==> src/rtl/serport_pkg.sv <==
package serport_pkg;
  typedef enum logic [2:0] {
    ST_IDLE,
    ST_READY,
    ST_ARMED,
    ST_SHIFT,
    ST_DRAIN
  } port_state_e;
endpackage

==> src/rtl/serport_sync.sv <==
module serport_sync #(
  parameter int unsigned WIDTH   = 1,
  parameter int unsigned STAGES  = 2,
  parameter logic [WIDTH-1:0] RST_VAL = '0
) (
  input  logic             clk_i,
  input  logic             rst_ni,
  input  logic [WIDTH-1:0] d_i,
  output logic [WIDTH-1:0] q_o
);
  logic [WIDTH-1:0] stg_q [STAGES];

  for (genvar g = 0; g < STAGES; g++) begin : g_stage
    logic [WIDTH-1:0] stg_in;
    if (g == 0) begin : g_first
      assign stg_in = d_i;
    end else begin : g_next
      assign stg_in = stg_q[g-1];
    end
    always_ff @(posedge clk_i or negedge rst_ni) begin
      if (!rst_ni) stg_q[g] <= RST_VAL;
      else         stg_q[g] <= stg_in;
    end
  end

  assign q_o = stg_q[STAGES-1];
endmodule

==> src/rtl/serport_edge.sv <==
module serport_edge #(
  parameter logic RST_VAL = 1'b0
) (
  input  logic clk_i,
  input  logic rst_ni,
  input  logic d_i,
  output logic rise_o,
  output logic fall_o
);
  logic prev_q;

  always_ff @(posedge clk_i or negedge rst_ni) begin
    if (!rst_ni) prev_q <= RST_VAL;
    else         prev_q <= d_i;
  end

  assign rise_o = d_i & ~prev_q;
  assign fall_o = ~d_i & prev_q;
endmodule

==> src/rtl/serport_ctrl.sv <==
module serport_ctrl
  import serport_pkg::*;
#(
  parameter int unsigned WORD_W = 20,
  localparam int unsigned CNT_W = (WORD_W > 1) ? $clog2(WORD_W) : 1
) (
  input  logic              clk_i,
  input  logic              rst_ni,
  input  logic              load_i,
  input  logic [WORD_W-1:0] data_i,
  input  logic              sclk_rise_i,
  input  logic              sclk_fall_i,
  input  logic              cs_fall_i,
  input  logic              cs_rise_i,
  output logic              sdata_o,
  output logic              sdata_oe_o,
  output logic              drdy_no,
  output port_state_e       state_o
);
  localparam logic [CNT_W-1:0] LAST_BIT = CNT_W'(WORD_W - 1);

  port_state_e       state_q, state_d;
  logic [WORD_W-1:0] shreg_q, shreg_d;
  logic [WORD_W-1:0] shadow_q, shadow_d;
  logic              pend_q, pend_d;
  logic [CNT_W-1:0]  cnt_q, cnt_d;
  logic              finish;
  logic              busy;

  always_comb begin
    state_d  = state_q;
    shreg_d  = shreg_q;
    shadow_d = shadow_q;
    pend_d   = pend_q;
    cnt_d    = cnt_q;
    finish   = 1'b0;
    busy     = 1'b0;

    unique case (state_q)
      ST_IDLE: begin
        if (load_i) begin
          shreg_d = data_i;
          state_d = ST_READY;
        end
      end
      ST_READY: begin
        if (cs_fall_i) begin
          state_d = ST_ARMED;
          cnt_d   = '0;
          busy    = 1'b1;  // MSB already on the pin this cycle
        end else if (load_i) begin
          shreg_d = data_i;
        end
      end
      ST_ARMED: begin
        busy = 1'b1;
        if (cs_rise_i)        finish  = 1'b1;
        else if (sclk_rise_i) state_d = ST_SHIFT;
      end
      ST_SHIFT: begin
        busy = 1'b1;
        if (sclk_fall_i) begin
          if (cnt_q == LAST_BIT || cs_rise_i) begin
            finish = 1'b1;
          end else begin
            shreg_d = {shreg_q[WORD_W-2:0], 1'b0};
            cnt_d   = cnt_q + 1'b1;
          end
        end else if (cs_rise_i) begin
          state_d = ST_DRAIN;
        end
      end
      ST_DRAIN: begin
        busy = 1'b1;
        if (sclk_fall_i) finish = 1'b1;
      end
      default: state_d = ST_IDLE;
    endcase

    if (finish) begin
      pend_d = 1'b0;
      if (load_i) begin
        shreg_d = data_i;
        state_d = ST_READY;
      end else if (pend_q) begin
        shreg_d = shadow_q;
        state_d = ST_READY;
      end else begin
        state_d = ST_IDLE;
      end
    end else if (busy && load_i) begin
      shadow_d = data_i;
      pend_d   = 1'b1;
    end
  end

  always_ff @(posedge clk_i or negedge rst_ni) begin
    if (!rst_ni) begin
      state_q  <= ST_IDLE;
      shreg_q  <= '0;
      shadow_q <= '0;
      pend_q   <= 1'b0;
      cnt_q    <= '0;
    end else begin
      state_q  <= state_d;
      shreg_q  <= shreg_d;
      shadow_q <= shadow_d;
      pend_q   <= pend_d;
      cnt_q    <= cnt_d;
    end
  end

  assign sdata_o    = shreg_q[WORD_W-1];
  assign sdata_oe_o = (state_q == ST_ARMED) || (state_q == ST_SHIFT) ||
                      (state_q == ST_DRAIN) || (state_q == ST_READY && cs_fall_i);
  assign drdy_no    = (state_q == ST_IDLE);
  assign state_o    = state_q;
endmodule

==> src/rtl/serial_result_port.sv <==
module serial_result_port
  import serport_pkg::*;
#(
  parameter int unsigned WORD_W      = 20,
  parameter int unsigned SYNC_STAGES = 2
) (
  input  logic              clk_i,
  input  logic              rst_ni,
  input  logic              load_i,
  input  logic [WORD_W-1:0] data_i,
  input  logic              sclk_i,
  input  logic              cs_ni,
  output logic              sdata_o,
  output logic              sdata_oe_o,
  output logic              drdy_no
);
  logic        sclk_s, cs_s;
  logic        sclk_rise, sclk_fall, cs_rise, cs_fall;
  port_state_e state;

  serport_sync #(.WIDTH(1), .STAGES(SYNC_STAGES), .RST_VAL(1'b0)) i_sclk_sync (
    .clk_i(clk_i), .rst_ni(rst_ni), .d_i(sclk_i), .q_o(sclk_s)
  );

  serport_sync #(.WIDTH(1), .STAGES(SYNC_STAGES), .RST_VAL(1'b1)) i_cs_sync (
    .clk_i(clk_i), .rst_ni(rst_ni), .d_i(cs_ni), .q_o(cs_s)
  );

  serport_edge #(.RST_VAL(1'b0)) i_sclk_edge (
    .clk_i(clk_i), .rst_ni(rst_ni), .d_i(sclk_s), .rise_o(sclk_rise), .fall_o(sclk_fall)
  );

  serport_edge #(.RST_VAL(1'b1)) i_cs_edge (
    .clk_i(clk_i), .rst_ni(rst_ni), .d_i(cs_s), .rise_o(cs_rise), .fall_o(cs_fall)
  );

  serport_ctrl #(.WORD_W(WORD_W)) i_ctrl (
    .clk_i       (clk_i),
    .rst_ni      (rst_ni),
    .load_i      (load_i),
    .data_i      (data_i),
    .sclk_rise_i (sclk_rise),
    .sclk_fall_i (sclk_fall),
    .cs_fall_i   (cs_fall),
    .cs_rise_i   (cs_rise),
    .sdata_o     (sdata_o),
    .sdata_oe_o  (sdata_oe_o),
    .drdy_no     (drdy_no),
    .state_o     (state)
  );
endmodule

==> config.mk <==
export PLATFORM = sky130hd
export DESIGN_NAME = serial_result_port
export DESIGN_NICKNAME = d
export VERILOG_FILES = /design/src/rtl/serport_pkg.sv /design/src/rtl/serport_sync.sv /design/src/rtl/serport_edge.sv /design/src/rtl/serport_ctrl.sv /design/src/rtl/serial_result_port.sv
export SDC_FILE = /design/constraint.sdc
export NUM_CORES = 1
export LEC_CHECK = 0
export ABC_AREA = 0
export BUFFER_PORTS_ARGS = -buffer_cell sky130_fd_sc_hd__buf_2
export CAP_MARGIN = 20
export CORE_MARGIN = 5
export CORE_UTILIZATION = 59
export CTS_CLUSTER_DIAMETER = 150
export CTS_CLUSTER_SIZE = 20
export DETAILED_ROUTE_END_ITERATION = 6
export PLACE_DENSITY = 0.83
export SLEW_MARGIN = 20
export SYNTH_ARGS = -nofsm -noshare
export SYNTH_HDL_FRONTEND = slang
export SYNTH_SLANG_ARGS = --single-unit
==> constraint.sdc <==
create_clock -name clk_i -period 2.8 [get_ports clk_i]
set_input_delay 0 -clock clk_i [delete_from_list [all_inputs] [get_ports clk_i]]
set_output_delay 0 -clock clk_i [all_outputs]
set_load 0.05 [all_outputs]
==> reports/metrics.yaml <==
outcome:
  status: "finished, final reports clean"
layout:
  num-nets-final: 341
  fin_cells: 386
  fillCellCount: 387
  drive_gt1_frac: 0.231
  area_growth_pct: 17.3
  final_util: 0.705
  antennaDiodeCount: 0
  stdcell_area_sq_um: 3550
global_routing:
  grtUsageTotal: 0.216
  gr-total-overflow: 0
  grt_pass1_vias: 2440
  antenna_found_initial: 0
  grt_max_degree: 39
  grt_pass1_wl_um: 11400
power_and_ir_drop:
  power.net_switching_mw: 1.36
  p_leak_nw: 1.54
  powerDensity_nw_per_um2: 1020
  swShare: 0.378
  pwr-share-seq: 0.402
  cellInternalPower_mw: 2.24
  comb_power_share: 0.444
  p_clk_frac: 0.154
  power_mw: 3.61
  vdd_drop_max_v: 0.000533
placed_design:
  dp_hpwl_um: 4260
  dpl.cell_count: 355
  dp_slack_ns: 0.502
  placed_area_sq_um: 3200
  gp_congestion: 0.875
  io_buffers: 27
flow_run:
  max_cap_viol_count: 0
timing:
  skew_ns: 0.0111
  setup_slack_ns: 0.488
  setup_viol: 0
  hold_violations: 0
  finalCritPeriodShare: 0.826
  rsz0062_at_grt: "no"
  tightest_slew_ns: 0.890
  tns_ns: 0
  drv_slew: 0
  min_period_ns: 2.31
  whs_ns: 0.128
  slew_headroom: 0.406
  max_freq_ghz: 0.432
floorplan:
  initial_core_util: 0.601
  die_area_sq_um: 6670
  die_h_um: 81.7
  rows: 26
  io_pins: 28
  core_sq_um: 5040
  die_width_um: 81.7
clock_tree:
  postCtsResizedCells: 0
  cts_buffers: 5
  clock_latency_ns: 0.31
  clockBufferDepth: 2
  clockRootBuffer: "clkbuf_8"
  h-tree-depth: 2
  cts.clk_slew.worst_paths_ns: 0.09
  postCtsSetupBuffers: 0
  ctsHoldBuffers: 23
  cts_tree: "done"
  numClockSinks: 55
worst_setup_path:
  arrival_ns: 2.51
  end_kind: "register"
  startpoint_type: "register"
  worst-path-max-fanout: 21
  critPathKind: "reg -> reg"
  startpoint: "i_ctrl.cnt_q[0]"
  r2r-start: "i_ctrl.cnt_q[0]"
  crit_required_ns: 3.00
yosys:
  synth_warnings: 0
  yosys_register_bits: 55
  yosysTopAreaCell: "dfrtp_1"
  synth-edff-count: 0
  synthCells: 271
  synth_cell_types: 49
  synth-async-reset-ratio: 1.00
  synth_commonest_cells: "dfrtp_1, nor2_1, o22ai_1"
  ys.flop_type: "dfrtp_1"
  synth_fp_nets: 297
  synth.avg_cell_area_sq_um: 11.2
  syn_area_sq_um: 3030
  synth-seq-area-share: 0.455
  synth_top_cell_area_share: 0.429
  yosysMostFrequentCell: "dfrtp_1"
  synth_area_leaders: "dfrtp_1, mux2_4, mux2i_1, a221oi_1, a22oi_1"
routing:
  met3_length_um: 322
  met1_length_um: 3080
  ant_nets: 0
  wl_per_cell_um: 17.3
  routed_wl_um: 6660
  wl_met2_um: 3170
  drtPass1Iterations: 4
  vias: 2414
  top_layer: "met4"
  initialDrtViolationCount: 226
  drc: 0
  viasPerCell: 6.25
min_path:
  hold_path.class: "in -> async"
## critical path, stage by stage (launching register included)
cell	delay (ns)
dfrtp_1	0.44
ha_1	0.27
and4bb_1	0.24
o2111ai_2	0.20
o311a_4	0.22
and3_4	0.46
mux2_1	0.36
## flip-flops by register name, indices dropped and copies added (netlist names)
register / cells
i_ctrl.shadow_q: 20
i_cs_sync.g_stage.stg_in: 1
i_ctrl.state_o: 3
i_ctrl.shreg_q: 20
i_ctrl.pend_q: 1
i_cs_edge.prev_q: 1
i_ctrl.cnt_q: 5
i_sclk_sync.q_o: 1
i_cs_sync.q_o: 1
i_sclk_sync.g_stage.stg_in: 1
i_sclk_edge.prev_q: 1
## power by group through the flow
stage                     clock [mW]  sequential, mW  combinational (mW)
after floorplan                    0            1.36                1.34
after global placement             0            1.43                1.51
after detailed placement           0            1.45                1.56
after CTS                      0.560            1.44                1.60
after global routing           0.592            1.50                1.75
final                          0.555            1.45                1.60
## final timing paths
| path | end | cells past startpoint | slack, ns |
|---|---|---|---|
| max | i_ctrl.shadow_q[0] | 6 | 0.49 |
| max in group asynchronous | i_ctrl.shadow_q[10] | 3 | 1.87 |
| min | i_ctrl.cnt_q[1] | 2 | 0.13 |
| min in group clk_i | i_ctrl.shreg_q[0] | 3 | 0.26 |
| max reg2reg | i_ctrl.shadow_q[0] | 6 | 0.49 |
| min reg2reg | i_cs_sync.q_o | 0 | 0.36 |
## logic make-up after synthesis
logic type	after synthesis	synth area share
XOR/XNOR	1	0.00289
adder cells (fa/ha/maj)	1	0.00413
flip-flops	55	0.455
AO/OA/AOI/OAI	87	0.217
AND/OR/NAND/NOR	64	0.116
multiplexers	40	0.164
buffers and inverters	23	0.0405
## layer usage
| metal | vias up | GRT usage |
|---|---|---|
| li1 | 1135 | - |
| met1 | 1197 | 0.294 |
| met2 | 72 | 0.360 |
| met3 | 10 | 0.0285 |
| met4 | 0 | 0.0681 |
| met5 | - | 0 |
## final cells by class
type                    instances  area [sq um]  share of cell area
flip-flops and latches         55          1380               0.388
repair buffers                 59           433               0.122
inverters                       1          3.75             0.00106
multi-input cells             193          1530               0.430
clock buffers                   6          82.6              0.0232
well taps                      70          87.6              0.0246
clock inverters                 2          38.8              0.0109
## cells in the final DEF, fill, tap and decap left out, types with 2 or more instances in the layout
master / n
dfrtp_1: 52
buf_2: 27
nor2_1: 25
dlygate4sd3_1: 23
o22ai_1: 21
a22oi_1: 20
mux2i_1: 19
a221oi_1: 19
mux2_4: 19
buf_4: 9
o21ai_0: 8
nand2b_1: 7
nor2b_1: 6
nand3_1: 6
clkbuf_8: 6
nand2_1: 5
nor3_1: 4
a22o_1: 4
dfstp_2: 3
o221ai_1: 2
a21oi_1: 2
(Power assumes the default switching activity.)
